## src/rtl/fsup_pkg.sv

```systemverilog
package fsup_pkg;
  localparam int unsigned OV_TRIPS_DEF = 8;
  localparam int unsigned UV_CYCLES_DEF = 1_000_000; // 5 ms at 200 MHz

  typedef struct packed {
    logic ov_shut;
    logic oc_lat;
    logic uv_fault;
  } fault_vec_t;

  function automatic logic any_fault(input fault_vec_t f);
    return f.ov_shut | f.oc_lat | f.uv_fault;
  endfunction
endpackage

```

## src/rtl/fsup_uv_timer.sv

```systemverilog
module fsup_uv_timer #(
  parameter int unsigned UV_CYCLES = fsup_pkg::UV_CYCLES_DEF
) (
  input  logic clk,
  input  logic rst_n,
  input  logic clr_i,
  input  logic uv_i,
  output logic fault_o
);
  localparam int unsigned CW = $clog2(UV_CYCLES + 1);
  localparam logic [CW-1:0] LIM = CW'(UV_CYCLES);
  localparam logic [CW-1:0] ONE = CW'(1);

  logic [CW-1:0] cnt_q, cnt_d;
  logic          cnt_en;

  always_comb begin
    cnt_en = 1'b0;
    cnt_d  = cnt_q;
    if (clr_i || !uv_i) begin
      cnt_en = (cnt_q != '0);
      cnt_d  = '0;
    end else if (cnt_q != LIM) begin
      cnt_en = 1'b1;
      cnt_d  = cnt_q + ONE;
    end
  end

  always_ff @(posedge clk or negedge rst_n) begin
    if (!rst_n)      cnt_q <= '0;
    else if (cnt_en) cnt_q <= cnt_d;
  end

  assign fault_o = (cnt_q == LIM);
endmodule

```

## src/rtl/fsup_ov_counter.sv

```systemverilog
module fsup_ov_counter #(
  parameter int unsigned TRIPS = fsup_pkg::OV_TRIPS_DEF
) (
  input  logic clk,
  input  logic rst_n,
  input  logic clr_i,
  input  logic count_ok_i,
  input  logic ov_i,
  output logic shut_o
);
  localparam int unsigned CW = $clog2(TRIPS + 1);
  localparam logic [CW-1:0] LAST = CW'(TRIPS - 1);
  localparam logic [CW-1:0] ONE  = CW'(1);

  logic          prev_q;
  logic [CW-1:0] cnt_q, cnt_d;
  logic          shut_q, shut_d;
  logic          rise, cnt_en;

  assign rise = ov_i & ~prev_q;

  always_comb begin
    cnt_d  = cnt_q;
    shut_d = shut_q;
    cnt_en = 1'b0;
    if (clr_i) begin
      cnt_en = 1'b1;
      cnt_d  = '0;
      shut_d = 1'b0;
    end else if (rise && count_ok_i && !shut_q) begin
      cnt_en = 1'b1;
      cnt_d  = cnt_q + ONE;
      if (cnt_q == LAST) shut_d = 1'b1;
    end
  end

  always_ff @(posedge clk or negedge rst_n) begin
    if (!rst_n) begin
      prev_q <= 1'b0;
      cnt_q  <= '0;
      shut_q <= 1'b0;
    end else begin
      prev_q <= ov_i;
      if (cnt_en) begin
        cnt_q  <= cnt_d;
        shut_q <= shut_d;
      end
    end
  end

  assign shut_o = shut_q;
endmodule

```

## src/rtl/fsup_oc_latch.sv

```systemverilog
module fsup_oc_latch (
  input  logic clk,
  input  logic rst_n,
  input  logic clr_i,
  input  logic oc_i,
  output logic lat_o
);
  logic lat_q, lat_d, lat_en;

  always_comb begin
    lat_en = clr_i | oc_i;
    lat_d  = ~clr_i;
  end

  always_ff @(posedge clk or negedge rst_n) begin
    if (!rst_n)      lat_q <= 1'b0;
    else if (lat_en) lat_q <= lat_d;
  end

  assign lat_o = lat_q;
endmodule

```

## src/rtl/reg_fault_supervisor.sv

```systemverilog
module reg_fault_supervisor #(
  parameter int unsigned UV_CYCLES = fsup_pkg::UV_CYCLES_DEF,
  parameter int unsigned OV_TRIPS  = fsup_pkg::OV_TRIPS_DEF,
  parameter int unsigned RST_STAGES = 2
) (
  input  logic clk,
  input  logic rst_n,
  input  logic en_i,
  input  logic uvlo_i,
  input  logic ss_active_i,
  input  logic ov_mode_i,
  input  logic ov_flag_i,
  input  logic uv_flag_i,
  input  logic oc_flag_i,
  output logic pgood_o,
  output logic drv_en_o,
  output logic ss_run_o,
  output logic hs_off_o,
  output logic ls_on_o,
  output logic ov_thr_sel_o
);
  import fsup_pkg::*;

  // reset release synchronizer
  logic [RST_STAGES-1:0] rst_sh_q;
  always_ff @(posedge clk or negedge rst_n) begin
    if (!rst_n) rst_sh_q <= '0;
    else        rst_sh_q <= {rst_sh_q[RST_STAGES-2:0], 1'b1};
  end

  logic rst_ok, active, clr;
  assign rst_ok = rst_sh_q[RST_STAGES-1];
  assign active = rst_ok & en_i & ~uvlo_i;
  assign clr    = ~active;

  fault_vec_t flt;

  fsup_uv_timer #(.UV_CYCLES(UV_CYCLES)) u_uv (
    .clk(clk), .rst_n(rst_n), .clr_i(clr), .uv_i(uv_flag_i), .fault_o(flt.uv_fault)
  );

  fsup_ov_counter #(.TRIPS(OV_TRIPS)) u_ov (
    .clk(clk), .rst_n(rst_n), .clr_i(clr), .count_ok_i(~ss_active_i),
    .ov_i(ov_flag_i), .shut_o(flt.ov_shut)
  );

  fsup_oc_latch u_oc (
    .clk(clk), .rst_n(rst_n), .clr_i(clr), .oc_i(oc_flag_i), .lat_o(flt.oc_lat)
  );

  logic stop_drv;
  assign stop_drv = flt.ov_shut | flt.oc_lat | oc_flag_i;

  always_comb begin
    ss_run_o     = active;
    drv_en_o     = active & ~stop_drv;
    hs_off_o     = active & (ov_flag_i | flt.ov_shut);
    ls_on_o      = active & ov_flag_i & ~flt.ov_shut;
    pgood_o      = active & ~ss_active_i & ~ov_flag_i & ~oc_flag_i & ~any_fault(flt);
    ov_thr_sel_o = ov_mode_i;
  end
endmodule

```

## config.mk

```make
export PLATFORM = sky130hd
export DESIGN_NAME = reg_fault_supervisor
export DESIGN_NICKNAME = d
export VERILOG_FILES = /design/src/rtl/fsup_pkg.sv /design/src/rtl/fsup_uv_timer.sv /design/src/rtl/fsup_ov_counter.sv /design/src/rtl/fsup_oc_latch.sv /design/src/rtl/reg_fault_supervisor.sv
export SDC_FILE = /design/constraint.sdc
export NUM_CORES = 1
export LEC_CHECK = 0
export ABC_AREA = 1
export BUFFER_PORTS_ARGS = -buffer_cell sky130_fd_sc_hd__buf_2
export CORE_AREA = 2 2 60 62
export CTS_BUF_LIST = sky130_fd_sc_hd__clkbuf_4 sky130_fd_sc_hd__clkbuf_8
export DETAILED_ROUTE_END_ITERATION = 7
export DIE_AREA = 0 0 62 64
export PLACE_DENSITY = 0.7
export SETUP_SLACK_MARGIN = 0.02
export SYNTH_ARGS = -nofsm -noshare
export SYNTH_HDL_FRONTEND = slang
export SYNTH_SLANG_ARGS = --single-unit
```

## constraint.sdc

```tcl
create_clock -name clk -period 1.55 [get_ports clk]
set_input_delay 0.31 -clock clk [delete_from_list [all_inputs] [get_ports clk]]
set_output_delay 0.31 -clock clk [all_outputs]
set_load 0.005 [all_outputs]
```

---- Word level (Yosys, flattened, before mapping) ----
Index checks and enable logic that the tools add are counted.
storage, ports and cells
  register bits ........................... 29
  latch bits .............................. 0
  memory bits (writable) .................. 0
  memory bits (read-only) ................. 0
  input bits .............................. 9
  output and inout port bits .............. 6
  logic and storage cells ................. 59
  memories kept ........................... 0
cells by class
  add/sub/neg operators ................... 2
  multiply operators ...................... 0
  divide/modulo/power cells ............... 0
  magnitude comparators ................... 0
  eq/ne operators ......................... 5
  shifts and indexed selects .............. 0
  mux-type cells .......................... 11
  bitwise logic cells ..................... 25
  reduce and logical (&&, ||, !) cells .... 10
operator list
  operator                                        number
  2-to-1 mux 20 bit                               2
  adder 20 x 1 -> 20 bit (second input constant)  1
  == test 20 bit (second input constant)          1
  != test 20 bit (second input constant)          1
  nonzero test 20 bit                             1
  AND 1 bit                                       11
  inverter 1 bit                                  9
  2-to-1 mux 4 bit                                2
  2-to-1 mux 1 bit                                7
  bitwise OR 1 bit                                5
  adder 4 x 1 -> 4 bit (second input constant)    1
  == test 4 x 3 -> 1 bit (second input constant)  1
  != test 2 x 1 -> 1 bit (second input constant)  2
  AND reduction 2 bit                             2
  AND reduction 3 bit                             1
  logical AND 1 bit                               2
  zero test 1 bit                                 2
  nonzero test 2 bit                              1
  logical OR 1 bit                                1

---- Logic depth before layout (Yosys ltp) ----
Gate-level depths: netlist of run 1.
  depth after elaboration ................. 7
  mapped depth ............................ 9
  gate-level depth less buffers ........... 9

---- Modules after synthesis ----
Synthesis of run 1 repeated with hierarchy kept, for this count alone.
unflattened totals
  cell total of the unflattened synthesis .. 233
  area, all modules ....................... 1749.2 µm²
by module, submodules not included
  module                times used  cells each  area an instance (µm²)  seq. area each (µm²)
  fsup_uv_timer         1           175         1275.0                  500.5
  fsup_ov_counter       1           35          302.8                   150.1
  reg_fault_supervisor  1           20          138.9                   50.0
  fsup_oc_latch         1           3           32.5                    25.0

---- Worst setup path after synthesis of run 1 ----
No wires, ideal clock.
  kind .................................... reg2out
  start point ............................. register u_uv.cnt_q[0]
  end point ............................... output port pgood_o
  data arrival time ....................... 1050 ps
  path slack .............................. 190 ps
  cell stages (with the launch flop) ...... 7
  path buffers ............................ 0
  cells stage by stage .................... dfrtp_1 -> inv_1 -> ha_1 -> nand2_1 -> nor2_1 -> nand3_2 -> and3_1
between the ends
  cells in the longest elaborated chain, start to end .. 4
ends and longest elaborated chain
  item                    RTL line                    source
  from (decl)             fsup_uv_timer.sv:14         logic [CW-1:0] cnt_q, cnt_d;
  from (signal assigned)  fsup_uv_timer.sv:31         else if (cnt_en) cnt_q <= cnt_d;
  == test 20 bit          fsup_uv_timer.sv:34         assign fault_o = (cnt_q == LIM);
  bitwise OR 1 bit        fsup_pkg.sv:12              return f.ov_shut | f.oc_lat | f.uv_fault;
  inverter 1 bit          reg_fault_supervisor.sv:59  pgood_o = active & ~ss_active_i & ~ov_flag_i & ~oc_flag_i & ~any_fault(flt);
  AND 1 bit               reg_fault_supervisor.sv:59
  to (decl)               reg_fault_supervisor.sv:15  output logic pgood_o,
Every way passes these cells.

---- Worst setup path after layout of run 1 ----
  start point ............................. register u_uv.cnt_q[8]
  end point ............................... output port pgood_o
The elaborated chain is that of the path after synthesis.

==> results of run 1 <==
==> state kept, by name, indices dropped and copies added, names as in the netlist <==
name,flops
u_ov.shut_o,1
u_uv.cnt_q,20
rst_sh_q,2
u_ov.cnt_q,4
u_oc.lat_o,1
u_ov.prev_q,1
==> power groups by stage <==
stage / Sequential [mW] / Clock (mW) / Combinational, mW
floorplan: 0.821 / 0 / 0.102
global placement: 0.815 / 0 / 0.189
detailed placement: 0.818 / 0 / 0.187
CTS: 0.795 / 0.797 / 0.269
global route: 0.798 / 0.827 / 0.351
finish: 0.795 / 0.779 / 0.309
==> area by class of cell <==
cell class | instances | area, um^2 | area share
clock buffer | 5 | 37.5 | 0.0171
clock inverter | 3 | 65.1 | 0.0297
inverter | 28 | 108 | 0.0491
multi-input combinational | 170 | 912 | 0.416
sequential | 29 | 726 | 0.331
tap | 46 | 57.6 | 0.0263
timing repair buffer | 40 | 285 | 0.130
==> routing by layer <==
metal | up-vias | track usage
li1 | 803 | -
met1 | 723 | 0.291
met2 | 30 | 0.337
met3 | 10 | 0.0729
met4 | 0 | 0.0984
met5 | - | 0
==> synthesized netlist by cell type, types with 4 or more instances <==
library cell | number | share of area
inv_1 | 25 | 0.056
nor3_1 | 7 | 0.021
xnor2_1 | 4 | 0.021
nand2_1 | 53 | 0.12
a21oi_1 | 7 | 0.021
nand2_2 | 6 | 0.022
nand4_1 | 4 | 0.015
xor2_1 | 4 | 0.021
dfrtp_1 | 29 | 0.43
nand3_1 | 15 | 0.044
nor2_2 | 8 | 0.030
nor2_1 | 43 | 0.096
==> worst paths after layout <==
kind / cells after the start / slack, ps / to / startpoint
worst min-delay path: 1 / 120 / u_ov.prev_q / ov_flag_i
worst max-delay path: 5 / -240 / pgood_o / u_uv.cnt_q[8]
min in group asynchronous: 2 / 400 / u_uv.cnt_q[10] / rst_n
worst min register to register: 0 / 360 / rst_sh_q[1] / rst_sh_q[0]
max in group asynchronous: 3 / 730 / u_uv.cnt_q[4] / rst_n
worst max register to register: 8 / 100 / u_uv.cnt_q[0] / u_uv.cnt_q[8]
==> through the flow <==
| stage | setup WS (ps) | power [mW] | setup TNS, ps | area (um^2) | instances |
|---|---|---|---|---|---|
| 2_1_floorplan | 190 | 0.923 | 0 | 1690 | 229 |
| 3_5_place_dp | 85.7 | 1.00 | 0 | 1940 | 303 |
| 3_3_place_gp | 114 | 1.00 | 0 | 1940 | 303 |
| 5_1_grt | -330 | 1.98 | -476 | 2190 | 321 |
| 6_report | -237 | 1.88 | -237 | 2190 | 321 |
| 4_1_cts | -217 | 1.86 | -423 | 2160 | 323 |
==> cells by family after synthesis <==
group | count (synthesis)
compound gates | 11
flops | 29
simple gates | 147
buf+inv | 30
other cells | 1
xor+xnor | 8
fa+ha+maj | 3
==> timing repair <==
| item | 4_1_cts | 5_1_grt |
|---|---|---|
| endpoints found under the hold margin | 14 | 0 |
| resized for setup | 10 | 12 |
| endpoints found under the setup margin | 4 | 11 |
| setup buffers | 11 | 2 |
| hold buffers | 1 | 0 |
| pin swaps | 5 | 3 |
==> flow_summary.yaml, run 1 <==
outcome:
  outcome: "complete, but fails checks"
  violations: "negative setup slack"
clocking:
  cts_tree: "done"
  htree_num_levels: 2
  cts_made_buffers: 5
  insertion_delay_ps: 340
  cts.sinks: 29
  cts.clk_slew.worst_paths_ps: 100
  clockBufferDepth: 2
  cts_root_buf: "clkbuf_4"
global_route:
  grt_antenna_before_repair: 0
  grt_pass1_wl_um: 6520
  grt_overflow_total: 0
  first_global_vias: 1539
  gr-usage-all-layers: 0.225
  grt_max_degree: 16
setup_path:
  cp.required_ps: 1240
  crit_arrival_ps: 1480
  setup.worst_path.class: "reg2out"
  start_kind: "flip-flop"
  cp_slowest_cell: "dfrtp_1"
  cp_num_buf_inv: 1
  cp-end-kind: "output pin"
  cp_top_family: "simple AND/OR/NAND/NOR gates"
  crit_fanout: 2
  cpPeakStageDelay_ps: 410
  worstPathCellList: "or2_1 -> nor2_2 -> nand3_2 -> and3_1 -> buf_2"
yosys:
  syn_area_mm2: 0.00169
  seq_area_frac_synth: 0.430
  ys_ff_latch: 29
  synthArstFlopShare: 1.00
  synth_xor_area_frac: 0.0415
  syn-mean-instance-area_um2: 7.37
  synth_warnings: 0
  post_synth_num_cell_types: 26
  synth_ff_type: "dfrtp_1"
  synth-edff-count: 0
  synth_compound_area_frac: 0.0341
  synth_fa_ha_area_frac: 0.0222
  muxShareOfSynthArea: 0
  synthCells: 229
  yosys.area_share.simple: 0.401
  synth_top_family_by_area: "simple AND/OR/NAND/NOR gates"
  syn_nets: 241
finish:
  final_util: 0.667
  final_nets: 286
  final_common_cell: "nand2_1"
  mostFrequentLayoutCells: "47 x nand2_1, 40 x nor2_1, 29 x dfrtp_1"
  syn_to_final_growth_pct: 29.8
  fillers: 286
  antenna_cells: 0
  final_layout_size_suffix_gt1_frac: 0.313
floorplanning:
  rows: 21
  ios: 15
  die_y_um: 64
  chipWidth_um: 62
  initial_core_util: 0.514
  core_area_mm2: 0.00328
  dieArea_mm2: 0.00397
power_and_ir_drop:
  p_leak_nw: 1.01
  p_comb_frac: 0.164
  power.switching_mw: 0.464
  ir_worst_vdd_mv: 0.713
  power_density_mw_per_mm2: 859
  power_frac_clock: 0.414
  p_seq_frac: 0.422
  p_int_mw: 1.42
  p_sw_frac: 0.246
drt:
  drcViolationCount: 0
  drt_pass1_iterations: 4
  drt-initial-drc-count: 58
  wl_per_cell_um: 12.4
  antenna_left: 0
  routed-wl-met2_um: 1870
  top_layer_used: "met4"
  via_per_inst: 4.88
  totalWireLength_um: 3970
  wl_met3_um: 169
  vias: 1566
  met1_length_um: 1850
place:
  detailed_place_hpwl_um: 2800
  io_buffers: 12
  gp_congestion: 0.865
sta:
  fin_skew_ps: 18.2
  setup_viol: 1
  hold_viol_final: 0
  max_freq_ghz: 0.560
  fin_crit_ps: 1790
  post-route-worst-setup-slack_ps: -237
  final-max-slew-violation-count: 0
  hold_slack_ps: 117
  rsz0062_at_grt: "true"
  period_share: 1.15
worst_hold_path:
  hp-class: "in2reg"
job:
  drv_cap: 0
Note: power is estimated with default switching activity, not from simulation.
==> inputs of run 2 (changes only) <==
- PLACE_DENSITY: 0.7 -> 0.73
- clock period: 1.55 -> 1.5 ns (I/O delays scaled with it)
==> run 2 against run 1 <==
The flow still finishes with violations (negative setup slack); die area unchanged; via count grew 2.0%; register-to-register slack worse by 250 ps; final area grew 4.5%; hold slack worse by 4.1 ps; largest cell class unchanged.
==> flow_summary.yaml, run 2 (synthesis results as in run 1) <==
outcome:
  outcome: "complete, but fails checks"
  violations: "negative setup slack"
clocking:
  clockBufferDepth: 2
  cts_tree: "done"
  cts.clk_slew.worst_paths_ps: 100
  cts_made_buffers: 5
  insertion_delay_ps: 340
  cts_root_buf: "clkbuf_4"
  htree_num_levels: 2
  cts.sinks: 29
floorplanning:
  rows: 21
  dieArea_mm2: 0.00397
  die_y_um: 64
  initial_core_util: 0.514
  core_area_mm2: 0.00328
  chipWidth_um: 62
  ios: 15
drt:
  via_per_inst: 4.85
  totalWireLength_um: 4060
  antenna_left: 0
  wl_per_cell_um: 12.3
  drcViolationCount: 0
  drt-initial-drc-count: 76
  drt_pass1_iterations: 4
  vias: 1597
finish:
  fillers: 288
  reg.largest.list: "u_uv.cnt_q x20, u_ov.cnt_q x4, rst_sh_q x2"
  regArea_um2: 727
  largest_register_ffs: 20
  final_util: 0.697
  final_common_cell: "nand2_1"
  top_register: "u_uv.cnt_q"
  fin_area_mm2: 0.00229
  instances_no_fill: 329
  final_layout_size_suffix_gt1_frac: 0.367
  syn_to_final_growth_pct: 35.7
  antenna_cells: 0
  mostFrequentLayoutCells: "47 x nand2_1, 39 x nor2_1, 33 x buf_4"
  multi_input_area_um2: 962
  final_nets: 294
power_and_ir_drop:
  p_leak_nw: 1.05
  power_density_mw_per_mm2: 887
  ir_worst_vdd_mv: 0.685
job:
  drv_cap: 0
setup_path:
  cp-end-kind: "output pin"
  cp_slowest_cell: "dfrtp_1"
  setup.worst_path.class: "reg2out"
  crit_fanout: 5
  crit_arrival_ps: 1490
  start_kind: "flip-flop"
  cp.required_ps: 1200
  worstPathCellList: "nor2_2 -> nand2_4 -> nor2_4 -> nand3_2 -> and3_4 -> buf_6"
  cpPeakStageDelay_ps: 440
sta:
  final-max-slew-violation-count: 0
  max_freq_ghz: 0.558
  setup_viol: 5
  rsz0062_at_grt: "true"
  fin_tns_setup_ps: -659
  hold_viol_final: 0
  fin_crit_ps: 1790
  fin_skew_ps: 6.51
  post-route-worst-setup-slack_ps: -291
  period_share: 1.19
global_route:
  first_global_vias: 1557
  grt_pass1_wl_um: 6670
  grt_max_degree: 30
  gr-usage-all-layers: 0.226
  grt_overflow_total: 0
  grt_antenna_before_repair: 0
place:
  dp.cells: 302
  dpl_cell_area_mm2: 0.00192
  dp_slack_ps: 42.8
  detailed_place_hpwl_um: 2650
  io_buffers: 12
  gp_congestion: 0.881
worst_hold_path:
  hp-class: "in2reg"
## run 2: cell types whose count changed in the layout (fill, tap and decap cells not counted), moves of 2 or more
cell / change
buf_4: +7
buf_6: +3
nor2_4: +2
inv_2: +3
inv_1: -3
## run 2: worst max-delay path: cells and delay by family, from the launching register on
kind / cells / cell delay (ps)
buffers and inverters: 1 / 110
flip-flops: 1 / 440
AND/OR/NAND/NOR: 5 / 600
## run 2: final timing paths
path / slack (ps) / start / endpoint / cells after the start
worst min register to register: 360 / rst_sh_q[0] / rst_sh_q[1] / 0
worst max-delay path: -290 / u_uv.cnt_q[2] / pgood_o / 6
max in group asynchronous: 710 / rst_n / u_uv.cnt_q[6] / 3
worst min-delay path: 110 / ov_flag_i / u_ov.prev_q / 1
worst max register to register: -150 / u_uv.cnt_q[2] / u_uv.cnt_q[1] / 11
min in group asynchronous: 500 / rst_n / u_uv.cnt_q[18] / 3
## run 2: timing repair
action | 4_1_cts | 5_1_grt
pin swaps | 10 | 11
endpoints found under the hold margin | 29 | 0
setup buffers | 20 | 4
gates resized for setup | 13 | 26
endpoints found under the setup margin | 4 | 13
hold buffers | 1 | 0
## run 2: cell type report
type                    count  share of cell area
flip-flops and latches     29               0.317
well taps                  46              0.0251
clock inverters             1              0.0131
repair buffers             48               0.151
clock buffers               7              0.0257
inverters                  28              0.0470
multi-input cells         170               0.420
## run 2: routing by layer
layer / track usage / share of wire / vias up
li1: - / - / 816
met1: 0.319 / 0.44 / 733
met2: 0.337 / 0.49 / 39
met3: 0.0364 / 0.039 / 9
met4: 0.0957 / 0.021 / 0
met5: 0 / 0 / -
## run 2: stage by stage
step                      hold slack, ps  total power, mW
final                                113             2.03
after global routing                 113             2.12
after CTS                            119             1.93
after detailed placement             328             1.03
after global placement               324             1.03
after floorplan                     4.41            0.954
## run 2: report_power, final
part           internal [mW]  leakage (nW)  switching, mW
Combinational          0.268         0.605          0.234
Clock                  0.416        0.0489          0.290
Sequential             0.807         0.395         0.0177
